File: config.mk
export PLATFORM = sky130hd
export DESIGN_NAME = fjd_top
export DESIGN_NICKNAME = d
export VERILOG_FILES = /design/src/rtl/fjd_pkg.sv /design/src/rtl/fjd_ema_stage.sv /design/src/rtl/fjd_pair_cmp.sv /design/src/rtl/fjd_alarm_ctl.sv /design/src/rtl/fjd_top.sv
export SDC_FILE = /design/constraint.sdc
export NUM_CORES = 1
export LEC_CHECK = 0
export BUFFER_PORTS_ARGS = -buffer_cell sky130_fd_sc_hd__buf_2
export CAP_MARGIN = 20
export CORE_MARGIN = 2
export CORE_UTILIZATION = 50
export CTS_CLUSTER_DIAMETER = 30
export DETAILED_ROUTE_END_ITERATION = 7
export GPL_TIMING_DRIVEN = 0
export PLACE_DENSITY = 0.76
export SLEW_MARGIN = 5
export SYNTH_ARGS = -nofsm -noshare
export SYNTH_HDL_FRONTEND = slang
export SYNTH_SLANG_ARGS = --single-unit
File: constraint.sdc
create_clock -name clk -period 6.01 [get_ports clk]
set_input_delay 0.3005 -clock clk [delete_from_list [all_inputs] [get_ports clk]]
set_output_delay 0.3005 -clock clk [all_outputs]
set_load 0.05 [all_outputs]
File: src/rtl/fjd_pkg.sv
package fjd_pkg;
  // Right-shift amount (log2 of the filtering factor) of filter idx
  function automatic int filt_shift(input int base, input int step, input int idx);
    return base + step * idx;
  endfunction
endpackage

File: src/rtl/fjd_ema_stage.sv
module fjd_ema_stage #(
  parameter int SAMPLE_W = 16,
  parameter int FRAC_W   = 8,
  parameter int ST_W     = SAMPLE_W + FRAC_W,
  parameter int SHIFT    = 1
) (
  input  logic                clk,
  input  logic                rst_n,
  input  logic                smp_valid,
  input  logic                reload,
  input  logic [SAMPLE_W-1:0] smp_data,
  output logic [ST_W-1:0]     state_o
);
  logic signed [ST_W:0]   target;
  logic signed [ST_W:0]   cur;
  logic signed [ST_W:0]   delta;
  logic signed [ST_W:0]   incr;
  logic signed [ST_W:0]   sum;
  logic        [ST_W-1:0] state_d;
  logic        [ST_W-1:0] state_q;

  always_comb begin
    target  = $signed({smp_data[SAMPLE_W-1], smp_data, {FRAC_W{1'b0}}});
    cur     = $signed({state_q[ST_W-1], state_q});
    delta   = target - cur;
    incr    = delta >>> SHIFT;
    sum     = cur + incr;
    state_d = reload ? target[ST_W-1:0] : sum[ST_W-1:0];
  end

  always_ff @(posedge clk or negedge rst_n) begin
    if (!rst_n)         state_q <= '0;
    else if (smp_valid) state_q <= state_d;
  end

  assign state_o = state_q;


  hold_without_strobe_chk: assert property (@(posedge clk) disable iff (!rst_n)
    !smp_valid |=> $stable(state_q));


  load_takes_sample_chk: assert property (@(posedge clk) disable iff (!rst_n)
    (smp_valid && reload) |=> (state_q == $past({smp_data, {FRAC_W{1'b0}}})));
endmodule

File: src/rtl/fjd_pair_cmp.sv
module fjd_pair_cmp #(
  parameter int ST_W  = 24,
  parameter int THR_W = 24
) (
  input  logic [ST_W-1:0]  fast_i,
  input  logic [ST_W-1:0]  slow_i,
  input  logic [THR_W-1:0] thr_i,
  output logic             trip_o,
  output logic [ST_W:0]    diff_o
);
  localparam int PAD_W = ST_W + 1 - THR_W;

  logic signed [ST_W:0] diff;
  logic        [ST_W:0] mag;
  logic        [ST_W:0] thr_ext;

  always_comb begin
    diff    = $signed({fast_i[ST_W-1], fast_i}) - $signed({slow_i[ST_W-1], slow_i});
    mag     = diff[ST_W] ? (-diff) : diff;
    thr_ext = {{PAD_W{1'b0}}, thr_i};
    trip_o  = (mag > thr_ext);
    diff_o  = diff;
  end
endmodule

File: src/rtl/fjd_alarm_ctl.sv
module fjd_alarm_ctl #(
  parameter int ND    = 3,
  parameter int ST_W  = 24,
  parameter int IDX_W = 2
) (
  input  logic                     clk,
  input  logic                     rst_n,
  input  logic                     clr,
  input  logic                     eval,
  input  logic [ND-1:0]            trip,
  input  logic [ND-1:0][ST_W:0]    diff,
  output logic [ND-1:0]            alarm,
  output logic                     pulse,
  output logic [IDX_W-1:0]         idx,
  output logic [ST_W:0]            est
);
  logic [ND-1:0]    alarm_q, alarm_d, newhit;
  logic             pulse_q, pulse_d;
  logic [IDX_W-1:0] idx_q, idx_d;
  logic [ST_W:0]    est_q, est_d;

  always_comb begin
    newhit  = trip & ~alarm_q & {ND{eval}};
    alarm_d = clr ? '0 : (alarm_q | newhit);
    pulse_d = !clr && (|newhit);
    idx_d   = idx_q;
    est_d   = est_q;
    if (pulse_d) begin
      for (int j = ND - 1; j >= 0; j--) begin
        if (newhit[j]) begin
          idx_d = IDX_W'(j);
          est_d = diff[j];
        end
      end
    end
  end

  always_ff @(posedge clk or negedge rst_n) begin
    if (!rst_n) begin
      alarm_q <= '0;
      pulse_q <= 1'b0;
      idx_q   <= '0;
      est_q   <= '0;
    end else begin
      alarm_q <= alarm_d;
      pulse_q <= pulse_d;
      idx_q   <= idx_d;
      est_q   <= est_d;
    end
  end

  assign alarm = alarm_q;
  assign pulse = pulse_q;
  assign idx   = idx_q;
  assign est   = est_q;


  clear_drops_alarms_chk: assert property (@(posedge clk) disable iff (!rst_n)
    clr |=> (alarm_q == '0));


  alarm_sticky_chk: assert property (@(posedge clk) disable iff (!rst_n)
    !clr |=> ((alarm_q & $past(alarm_q)) == $past(alarm_q)));


  pulse_marks_alarm_chk: assert property (@(posedge clk) disable iff (!rst_n)
    pulse_q |-> alarm_q[idx_q]);


  est_held_chk: assert property (@(posedge clk) disable iff (!rst_n)
    !pulse_d |=> $stable(est_q));
endmodule

File: src/rtl/fjd_top.sv
module fjd_top #(
  parameter int NUM_FILT   = 4,
  parameter int SAMPLE_W   = 16,
  parameter int FRAC_W     = 8,
  parameter int THR_W      = 24,
  parameter int SHIFT_BASE = 1,
  parameter int SHIFT_STEP = 2,
  localparam int ST_W      = SAMPLE_W + FRAC_W,
  localparam int ND        = NUM_FILT - 1,
  localparam int IDX_W     = (ND > 1) ? $clog2(ND) : 1
) (
  input  logic                     clk,
  input  logic                     rst_n,
  input  logic                     smp_valid,
  input  logic [SAMPLE_W-1:0]      smp_data,
  input  logic [ND*THR_W-1:0]      thresh,
  input  logic                     clr,
  output logic [ND-1:0]            alarm,
  output logic                     trip_pulse,
  output logic [IDX_W-1:0]         trip_idx,
  output logic [ST_W:0]            step_est,
  output logic [NUM_FILT*ST_W-1:0] filt_state
);
  logic                 reload_q, reload_d, reload_eff;
  logic                 eval_q, eval_d;
  logic [ST_W-1:0]      st [NUM_FILT];
  logic [ND-1:0]        trip;
  logic [ND-1:0][ST_W:0] diff;

  always_comb begin
    reload_eff = reload_q | clr;
    reload_d   = smp_valid ? 1'b0 : reload_eff;
    eval_d     = smp_valid & ~reload_eff;
  end

  always_ff @(posedge clk or negedge rst_n) begin
    if (!rst_n) begin
      reload_q <= 1'b1;
      eval_q   <= 1'b0;
    end else begin
      reload_q <= reload_d;
      eval_q   <= eval_d;
    end
  end

  for (genvar i = 0; i < NUM_FILT; i++) begin : g_filt
    localparam int SH = fjd_pkg::filt_shift(SHIFT_BASE, SHIFT_STEP, i);
    fjd_ema_stage #(
      .SAMPLE_W(SAMPLE_W), .FRAC_W(FRAC_W), .ST_W(ST_W), .SHIFT(SH)
    ) u_ema (
      .clk(clk), .rst_n(rst_n), .smp_valid(smp_valid), .reload(reload_eff),
      .smp_data(smp_data), .state_o(st[i])
    );
    assign filt_state[i*ST_W +: ST_W] = st[i];
  end

  for (genvar j = 0; j < ND; j++) begin : g_det
    fjd_pair_cmp #(.ST_W(ST_W), .THR_W(THR_W)) u_cmp (
      .fast_i(st[j]), .slow_i(st[j+1]), .thr_i(thresh[j*THR_W +: THR_W]),
      .trip_o(trip[j]), .diff_o(diff[j])
    );
  end

  fjd_alarm_ctl #(.ND(ND), .ST_W(ST_W), .IDX_W(IDX_W)) u_alarm (
    .clk(clk), .rst_n(rst_n), .clr(clr), .eval(eval_q), .trip(trip), .diff(diff),
    .alarm(alarm), .pulse(trip_pulse), .idx(trip_idx), .est(step_est)
  );


  reload_consumed_chk: assert property (@(posedge clk) disable iff (!rst_n)
    smp_valid |=> !reload_q);


  no_eval_after_load_chk: assert property (@(posedge clk) disable iff (!rst_n)
    (smp_valid && reload_eff) |=> !eval_q);
endmodule

==> results of run 1 <==
[cell usage after synthesis (18+ instances only)]
cell,number,share of area (%)
and3_1,26,0.79
o221ai_1,22,0.94
a211oi_1,48,1.8
o21a_1,40,1.5
clkbuf_1,55,1.0
nand4_1,30,0.92
nand2b_1,50,1.5
a21o_1,89,3.3
o21ai_0,144,3.5
and2_1,23,0.70
nor2b_1,48,1.5
ha_1,299,18
nor3_1,69,1.7
xor2_1,86,3.7
a31oi_1,31,0.95
o211ai_1,29,1.1
nor2_1,178,3.3
mux2i_1,18,0.88
a21oi_1,249,6.1
nand3_1,72,1.8
dfrtp_1,128,16
or3_1,27,0.82
inv_1,227,4.2
xnor2_1,153,6.5
nand2_1,149,2.7
[layout make-up]
type,instances,area (µm²)
multi-input cells,2205,16800
fillers,3650,16400
inverters,229,871
flip-flops and latches,129,3280
clock inverters,11,130
clock buffers,21,440
repair buffers,288,1710
plain buffers,71,378
well taps,532,666
[repair_timing]
item	CTS	global route
pin swaps	26	45
endpoints found under the hold margin	43	0
gates cloned	0	1
endpoints found under the setup margin	30	29
buffers inserted	43	25
gates resized for setup	89	103
hold buffers	1	0
[cell families after synthesis]
logic type                 count (synthesis)  synth area share, %
xor gates and xnor gates                 241                 10.4
AOI/OAI and AO/OA                        853                 27.7
adders and majority gates                304                 18.8
muxes                                     40                 2.33
DFF                                      129                 15.8
and+or+nand+nor                          767                 19.3
buffers and inverters                    304                 5.77
[worst max-delay path: cells and delay by family (launching register included)]
kind / cells / cell delay, ns
AO/OA/AOI/OAI: 11 / 2.17
buffers and inverters: 6 / 1.02
AND/OR/NAND/NOR: 8 / 0.96
adder cells (fa/ha/maj): 3 / 0.85
flip-flops: 1 / 0.43
multiplexers: 1 / 0.30
XOR/XNOR: 1 / 0.26
[layer usage]
| layer | up-vias | part of all wire (%) | track usage (%) |
|---|---|---|---|
| met5 | - | 0 | 0 |
| met3 | 251 | 10 | 7.92 |
| met1 | 10366 | 41 | 49.0 |
| met4 | 0 | 6.5 | 22.9 |
| met2 | 1217 | 43 | 57.7 |
| li1 | 10300 | - | - |
[per-stage QoR]
| stage | util, % | instance area (µm²) |
|---|---|---|
| 3_5_place_dp | 55.0 | 22300 |
| 4_1_cts | 58.1 | 23600 |
| 6_report | 59.7 | 24300 |
| 3_3_place_gp | 54.9 | 22300 |
| 2_1_floorplan | - | 20600 |
| 5_1_grt | 59.7 | 24300 |
[state kept, by name, summed over array words and instances (netlist names)]
signal	cells
eval_q	1
g_filt.u_ema.state_o	96
reload_q	1
u_alarm.alarm	3
u_alarm.est	25
u_alarm.idx	2
u_alarm.pulse	1
[how the worst max path moves through the flow]
stage / start / to / slack, ns / cells after the start
CTS: g_filt[1].u_ema.state_o[0]$_DFFE_PN0P_ / u_alarm.est[6]$_DFFE_PN0P_ / 0.0009 / 28
global route: g_filt[2].u_ema.state_o[0]$_DFFE_PN0P_ / u_alarm.est[3]$_DFFE_PN0P_ / -0.21 / 28
detailed placement: g_filt[1].u_ema.state_o[9]$_DFFE_PN0P_ / u_alarm.est[9]$_DFFE_PN0P_ / -1.27 / 26
finish: g_filt[2].u_ema.state_o[0]$_DFFE_PN0P_ / u_alarm.est[23]$_DFFE_PN0P_ / -0.1 / 30
global placement: g_filt[1].u_ema.state_o[9]$_DFFE_PN0P_ / u_alarm.est[15]$_DFFE_PN0P_ / -1.19 / 26
floorplan: g_filt[1].u_ema.state_o[0]$_DFFE_PN0P_ / u_alarm.est[11]$_DFFE_PN0P_ / 0.008 / 26
==> summary.txt, run 1 <==
Clock network
  • Clk sink count: 129
  • Reg clk slew, reported paths: 0.06 ns
  • Skew-Pair Late Insertion Delay: 0.47 ns
  • CTS tree: done
  • Clock Tree Buf Depth: 2
  • CTS buffer count: 17
  • Root Buffer: clkbuf_16
  • H-tree levels: 4

Die
  • DIE WIDTH: 206 µm
  • Chip height: 206 µm
  • Core outline area: 40600 µm²
  • Die Area: 42600 µm²
  • Initial Util: 50.4%
  • FP Rows: 74
  • Top-level I/O count: 219

Finish
  • Nets@finish: 3337
  • Ant diodes: 0
  • Share of cells above drive strength 1: 19.4%
  • Most common cell after layout, fill and taps aside: ha_1
  • Final non-filler cell total: 3486
  • Commonest cells after routing, fill and taps aside: ha_1 (285), a21oi_1 (244), buf_2 (224)
  • Area growth from synthesis to layout: 18.5%

Routing
  • Pre-antenna DRT Iters: 6
  • WL per Instance: 23.7 µm
  • Antenna Nets Post-Route: 0
  • Via count: 22134
  • DRC Markers: 0
  • Initial DRC Count: 2176
  • Total wire length: 82500 µm
  • Vias per inst: 6.35

Place
  • Port Buffer Count: 217
  • DP Worst Slack: -1.27 ns
  • Routability Congestion: 1.02
  • HPWL after detailed placement: 64700 µm
  • Placed cells: 3388

Hold path
  • Hold path endpoint: u_alarm.alarm[1]$_DFF_PN0_
  • Hold Path Cell Cnt: 2
  • Min-delay src: clr
  • Hold Path Class: primary input to flop

GRT
  • Largest net degree at the start of global routing: 87
  • Grt ovf: 0
  • Vias in the first global route: 20786
  • First-pass GRT wire length: 121000 µm
  • Initial antenna violation count: 1
  • Total routing usage reported by global routing: 37.9%

Worst setup path
  • Worst-path maximum fanout: 10
  • Crit Path Class: flop to flop
  • Required time of the critical path: 6.36 ns
  • Critical path launch point type: flop
  • Max stage delay cell, worst path: dfrtp_2
  • CP peak stage delay: 0.43 ns
  • Worst EP arrival: 6.46 ns
  • Reg2Reg Setup Slack: -0.1 ns
  • R2R cell count: 30
  • R2r endpoint: u_alarm.est[23]$_DFFE_PN0P_
  • CP endpoint kind: flop
  • Critical R2R Launch: g_filt[2].u_ema.state_o[0]$_DFFE_PN0P_

Yosys
  • Ys flop type: dfrtp_1
  • Post-synth cell types: 108
  • Seq/Total Area, Yosys: 15.8%
  • Synthesized flop and latch total: 129
  • Yosys warns: 0
  • Fraction of registers with async set or reset after synthesis: 100%
  • Netlist Area Pre-Place: 20500 µm²
  • Syn avg cell area: 7.76 µm²
  • Mapped Cells: 2638
  • Post-synth EDFFs: 0
  • Post-Syn Nets: 3034

STA
  • Period utilization: 102%
  • Final Hold Viols: 0
  • Worst setup margin: -0.100 ns
  • Endpoints failing setup: 19
  • Hold WS: 0.157 ns
  • Worst slew pin tran: 1.10 ns
  • Fmax: 0.164 GHz
  • Worst clock skew: 0.0171 ns
  • Max-slew headroom: 26.4%
  • Max-slew violations: 0
  • Crit path time final: 6.11 ns
  • Total negative slack: -1.48 ns
  • RSZ-0062 raised after global routing: true

Flow run
  • # Max-Cap Violations: 0

Run status
  • Status: complete, but fails checks
  • Failing checks: negative setup slack
Power of run 1 is not shown: default switching activity piles up to over one toggle a cycle in this logic, so the estimate is an artifact.
==> run 2, diff against run 1 <==
--- a/config.mk
+++ b/config.mk
@@ -13,7 +13,9 @@
 export DETAILED_ROUTE_END_ITERATION = 7
 export GPL_TIMING_DRIVEN = 0
 export PLACE_DENSITY = 0.76
+export REMOVE_ABC_BUFFERS = 1
 export SLEW_MARGIN = 5
 export SYNTH_ARGS = -nofsm -noshare
 export SYNTH_HDL_FRONTEND = slang
+export SYNTH_HIERARCHICAL = 1
 export SYNTH_SLANG_ARGS = --single-unit
==> summary.txt, run 2 <==
Run status
  • Status: complete, but fails checks
  • Failing checks: negative setup slack

Clock network
  • Root Buffer: clkbuf_16
  • Clk sink count: 129
  • CTS tree: done
  • CTS buffer count: 17
  • Clock Tree Buf Depth: 2
  • H-tree levels: 4
  • Skew-Pair Late Insertion Delay: 0.47 ns
  • Reg clk slew, reported paths: 0.06 ns

Yosys
  • Cell taking the most area after synthesis: ha_1
  • Syn avg cell area: 7.60 µm²
  • Synthesized flop and latch total: 129
  • Cell with the most instances after synthesis: inv_1
  • Ys flop type: dfrtp_1
  • Simple-Gate Fraction of Synth Area: 18.3%
  • Share of Yosys cell area claimed by the top area cell type: 18.2%
  • Synth top area cells: ha_1 (18%), dfrtp_1 (15%), xnor2_1 (6.3%)
  • Post-synth EDFFs: 0
  • Multiplexer share of the synthesized area: 1.17%
  • Combinational family with the most area after synthesis: compound AO/OA/AOI/OAI gates
  • Compound-Gate Fraction of Synth Area: 29.0%
  • Post-Synth XOR/XNOR Area: 10.3%
  • Seq/Total Area, Yosys: 14.6%
  • Fraction of registers with async set or reset after synthesis: 100%
  • Mapped Cells: 2903
  • Yosys warns: 6
  • Synth Area in Adders: 18.6%
  • Top cells by count, synth: inv_1 (337), ha_1 (320), a21oi_1 (244)
  • Netlist Area Pre-Place: 22100 µm²
  • Post-synth cell types: 129

Worst setup path
  • CP endpoint kind: flop
  • Critical path launch point type: flop
  • Max stage delay cell, worst path: dfrtp_1
  • Worst-path maximum fanout: 12
  • Cell mode on critical path: a21o_1
  • CP peak stage delay: 0.57 ns
  • Top Family by Delay on Critical Path: compound AO/OA/AOI/OAI gates
  • Worst EP arrival: 6.36 ns
  • CP bufs+invs: 3
  • Required time of the critical path: 6.35 ns
  • Crit Path Class: flop to flop

STA
  • Endpoints failing setup: 2
  • Max-slew violations: 0
  • Crit path time final: 6.02 ns
  • Worst slew pin tran: 1.02 ns
  • Worst setup margin: -0.0131 ns
  • Total negative slack: -0.0205 ns
  • Worst clock skew: 0.0105 ns
  • Fmax: 0.166 GHz
  • Final Hold Viols: 0
  • Period utilization: 100%
  • Max-slew headroom: 31.1%
  • RSZ-0062 raised after global routing: true

GRT
  • Largest net degree at the start of global routing: 121
  • First-pass GRT wire length: 117000 µm
  • Initial antenna violation count: 1
  • Total routing usage reported by global routing: 31.7%
  • Grt ovf: 0
  • Vias in the first global route: 21571

Finish
  • Area growth from synthesis to layout: 15.3%
  • Share of cells above drive strength 1: 18.0%
  • Most common cell after layout, fill and taps aside: inv_1
  • Commonest cells after routing, fill and taps aside: inv_1 (333), ha_1 (310), a21oi_1 (218)
  • Ant diodes: 0
  • Nets@finish: 3534
  • Max reg flops: 96

Die
  • Top-level I/O count: 219
  • Initial Util: 51.0%
  • DIE WIDTH: 214 µm
  • Chip height: 214 µm
  • FP Rows: 76
  • Die Area: 45800 µm²
  • Core outline area: 43300 µm²

Routing
  • Initial DRC Count: 2323
  • Total wire length: 76100 µm
  • Vias per inst: 6.20
  • Via count: 23039
  • Antenna Nets Post-Route: 0
  • DRC Markers: 0
  • Pre-antenna DRT Iters: 6
  • WL per Instance: 20.5 µm

Flow run
  • # Max-Cap Violations: 0

Place
  • Port Buffer Count: 218
  • HPWL after detailed placement: 57800 µm
  • Routability Congestion: 0.960

Hold path
  • Hold Path Class: primary input to flop
-- run 2: cell count changes in the layout (fill, tap and decap cells not counted), moves of 20 or more --
cell | before | now
inv_1 | 212 | 333
nand2_1 | 145 | 206
clkbuf_1 | 48 | 1
nand3_1 | 69 | 106
o21ai_0 | 130 | 163
a21oi_2 | 4 | 32
a21oi_1 | 244 | 218
ha_1 | 285 | 310
a211oi_1 | 41 | 19
nor2_1 | 173 | 193
-- run 2: stage by stage --
stage | utilization [%] | std cells | setup slack (ns) | cell area (µm²) | hold WS (ns)
finish | 58.8 | 3715 | -0.0131 | 25400 | 0.115
global route | 58.8 | 3715 | -0.114 | 25400 | 0.143
CTS | 57.2 | 3678 | 0.00268 | 24800 | 0.0972
detailed placement | 54.5 | 3611 | -1.32 | 23600 | 0.360
global placement | 54.1 | 3603 | -3.76 | 23400 | 0.484
floorplan | - | 2800 | -1.32 | 21600 | 0.00491
-- run 2: cell families after synthesis --
| group | Yosys count |
|---|---|
| XOR/XNOR | 254 |
| buffers and inverters | 444 |
| AO/OA/AOI/OAI | 928 |
| flip-flops | 129 |
| AND/OR/NAND/NOR | 798 |
| adder cells (fa/ha/maj) | 325 |
| multiplexers | 25 |
-- run 2: cell type report --
cell class | instances | area, µm²
fill | 3899 | 17800
multi-input combinational | 2335 | 17700
sequential | 129 | 3260
timing repair buffer | 293 | 1820
inverter | 341 | 1290
tap | 585 | 732
clock buffer | 19 | 443
clock inverter | 13 | 138
-- run 2: path summary, 6_finish.rpt --
check                                                        startpoint                                       to  slack (ns)  depth (start not counted)
worst max-delay path            g_filt[1].u_ema/state_o[14]$_DFFE_PN0P_              u_alarm/est[18]$_DFFE_PN0P_       -0.01                         25
worst min-delay path                                                clr               u_alarm/alarm[2]$_DFF_PN0_        0.11                          2
worst max register to register  g_filt[1].u_ema/state_o[14]$_DFFE_PN0P_              u_alarm/est[18]$_DFFE_PN0P_       -0.01                         25
worst min register to register               u_alarm/idx[1]$_DFFE_PN0P_               u_alarm/idx[1]$_DFFE_PN0P_        0.51                          1
max in group asynchronous                                         rst_n  g_filt[1].u_ema/state_o[12]$_DFFE_PN0P_        4.70                          3
min in group asynchronous                                         rst_n  g_filt[0].u_ema/state_o[23]$_DFFE_PN0P_        0.41                          2
-- run 2: per-layer routing --
| metal | part of all wire, % | up-vias | track usage, % |
|---|---|---|---|
| li1 | - | 10893 | - |
| met1 | 44 | 10872 | 43.0 |
| met2 | 44 | 1055 | 49.7 |
| met3 | 7.5 | 217 | 4.71 |
| met4 | 4.5 | 2 | 14.9 |
| met5 | 0.011 | - | 0 |
-- run 2: repair_timing --
action | in CTS | in global routing
hold endpoints to repair | 61 | 0
buffers inserted | 29 | 36
gates cloned | 5 | 1
pin swaps | 11 | 47
gates resized for setup | 69 | 96
endpoints found under the setup margin | 28 | 29
hold buffers | 1 | 0
Power of run 2 is left out for the same reason.
==> run 3, diff against run 2 <==
==> constraint.sdc (replaced) <==
create_clock -name clk -period 5.5 [get_ports clk]
set_input_delay 0.275 -clock clk [delete_from_list [all_inputs] [get_ports clk]]
set_output_delay 0.275 -clock clk [all_outputs]
set_load 0.05 [all_outputs]
==> summary.txt, run 3 (synthesis gave the netlist of run 2 again) <==
Die
  • FP Rows: 76
  • Core outline area: 43300 µm²
  • Chip height: 214 µm
  • Top-level I/O count: 219
  • DIE WIDTH: 214 µm
  • Die Area: 45800 µm²
  • Initial Util: 51.0%

Routing
  • Pre-antenna DRT Iters: 8
  • Antenna Nets Post-Route: 0
  • Via count: 23693
  • Vias per inst: 6.30
  • Initial DRC Count: 2424
  • Total wire length: 80600 µm
  • DRC Markers: 0
  • WL per Instance: 21.4 µm

Finish
  • Ant diodes: 0
  • Fin util: 60.9%
  • Sequential Area: 3270 µm²
  • Nets@finish: 3578
  • Area growth from synthesis to layout: 19.5%
  • Most common cell after layout, fill and taps aside: inv_1
  • Multi-input logic area: 18200 µm²
  • Commonest cells after routing, fill and taps aside: inv_1 (330), ha_1 (304), buf_2 (216)
  • Fillers: 3758
  • Share of cells above drive strength 1: 21.2%
  • Max reg flops: 96

GRT
  • M1 GR Usage: 43.1%
  • First-pass GRT wire length: 120000 µm
  • Met2 GRT Util: 50.7%
  • Grt ovf: 0
  • M3 GR Usage: 5.48%
  • Largest net degree at the start of global routing: 121
  • Initial antenna violation count: 1
  • Vias in the first global route: 22136
  • GRT Max-Usage Layer: met2
  • Total routing usage reported by global routing: 32.5%

Run status
  • Status: complete, but fails checks
  • Failing checks: negative setup slack

Hold path
  • Hold Path Class: primary input to flop
  • Min-delay src: clr
  • Hold path endpoint: u_alarm/alarm[0]$_DFF_PN0_
  • Hold Path Cell Cnt: 2

Worst setup path
  • Worst EP arrival: 6.50 ns
  • CP bufs+invs: 7
  • Cell mode on critical path: a21o_1
  • Top Family by Delay on Critical Path: compound AO/OA/AOI/OAI gates
  • R2R cell count: 28
  • Required time of the critical path: 5.82 ns
  • Worst-path maximum fanout: 6
  • Crit Path Class: flop to flop
  • CP peak stage delay: 0.69 ns
  • Max stage delay cell, worst path: a221oi_2
  • Reg2Reg Setup Slack: -0.68 ns
  • Critical R2R Launch: g_filt[1].u_ema/state_o[0]$_DFFE_PN0P_
  • CP endpoint kind: flop
  • R2r endpoint: u_alarm/est[8]$_DFFE_PN0P_
  • Critical path launch point type: flop

STA
  • Worst clock skew: 0.0102 ns
  • Max-slew violations: 0
  • Crit path time final: 6.18 ns
  • Final Hold Viols: 0
  • Period utilization: 112%
  • Worst setup margin: -0.680 ns
  • RSZ-0062 raised after global routing: true
  • Fmax: 0.162 GHz
  • Endpoints failing setup: 30
  • Worst slew pin tran: 1.13 ns
  • Max-slew headroom: 24.2%

Clock network
  • Reg clk slew, reported paths: 0.07 ns
  • Root Buffer: clkbuf_16
  • CTS buffer count: 17
  • Clock Tree Buf Depth: 2
  • Clk sink count: 129
  • CTS tree: done
  • H-tree levels: 4
  • Skew-Pair Late Insertion Delay: 0.47 ns

Place
  • Port Buffer Count: 218
  • Routability Congestion: 0.960
  • DP Worst Slack: -1.83 ns
  • HPWL after detailed placement: 57800 µm

Flow run
  • # Max-Cap Violations: 0
[run 3: cell types whose count changed in the layout (fill, tap and decap cells not counted), moves of 7 or more]
cell | previous run | this run
a21oi_2 | 32 | 41
buf_4 | 62 | 87
xnor2_1 | 153 | 145
a21oi_1 | 218 | 205
buf_6 | 5 | 19
xnor2_2 | 7 | 14
[run 3: layout make-up]
type	count	share of cell area [%]
multi-input cells	2335	69.0
inverters	341	4.89
clock buffers	19	1.68
flip-flops and latches	129	12.4
repair buffers	337	8.68
well taps	585	2.78
clock inverters	13	0.522
[run 3: metal layers]
layer  routed length, µm  up-vias
li1                    -    10988
met4                4530        2
met2               35100     1206
met5                   8        -
met1               34300    11182
met3                6690      315
[run 3: how the worst max path moves through the flow]
| stage | start | to | slack (ns) | cells after the start |
|---|---|---|---|---|
| floorplan | g_filt[1].u_ema/state_o[0]$_DFFE_PN0P_ | u_alarm/est[13]$_DFFE_PN0P_ | -1.83 | 25 |
| global placement | g_filt[2].u_ema/state_o[4]$_DFFE_PN0P_ | u_alarm/est[13]$_DFFE_PN0P_ | -4.27 | 23 |
| detailed placement | g_filt[2].u_ema/state_o[0]$_DFFE_PN0P_ | u_alarm/est[5]$_DFFE_PN0P_ | -1.83 | 26 |
| CTS | g_filt[1].u_ema/state_o[0]$_DFFE_PN0P_ | u_alarm/est[12]$_DFFE_PN0P_ | -0.20 | 27 |
| global route | g_filt[1].u_ema/state_o[0]$_DFFE_PN0P_ | u_alarm/est[1]$_DFFE_PN0P_ | -0.76 | 29 |
| finish | g_filt[1].u_ema/state_o[0]$_DFFE_PN0P_ | u_alarm/est[8]$_DFFE_PN0P_ | -0.68 | 28 |
[run 3: per-stage QoR]
stage	TNS [ns]	hold slack, ns	instance area, µm²	cells
floorplan	-50.03	-0.0206	21600	2800
global placement	-138.68	0.484	23400	3603
detailed placement	-48.53	0.335	23600	3611
CTS	-3.76	0.0717	25500	3720
global route	-17.38	0.107	26400	3759
finish	-13.57	0.0902	26400	3759
[run 3: repair_timing]
item	CTS	global route
cloned	7	4
pin swaps	107	58
setup endpoints to repair	31	31
resized for setup	165	107
hold endpoints to repair	61	0
buffers inserted	69	35
hold buffers	1	0
Power of run 3 is left out for the same reason.
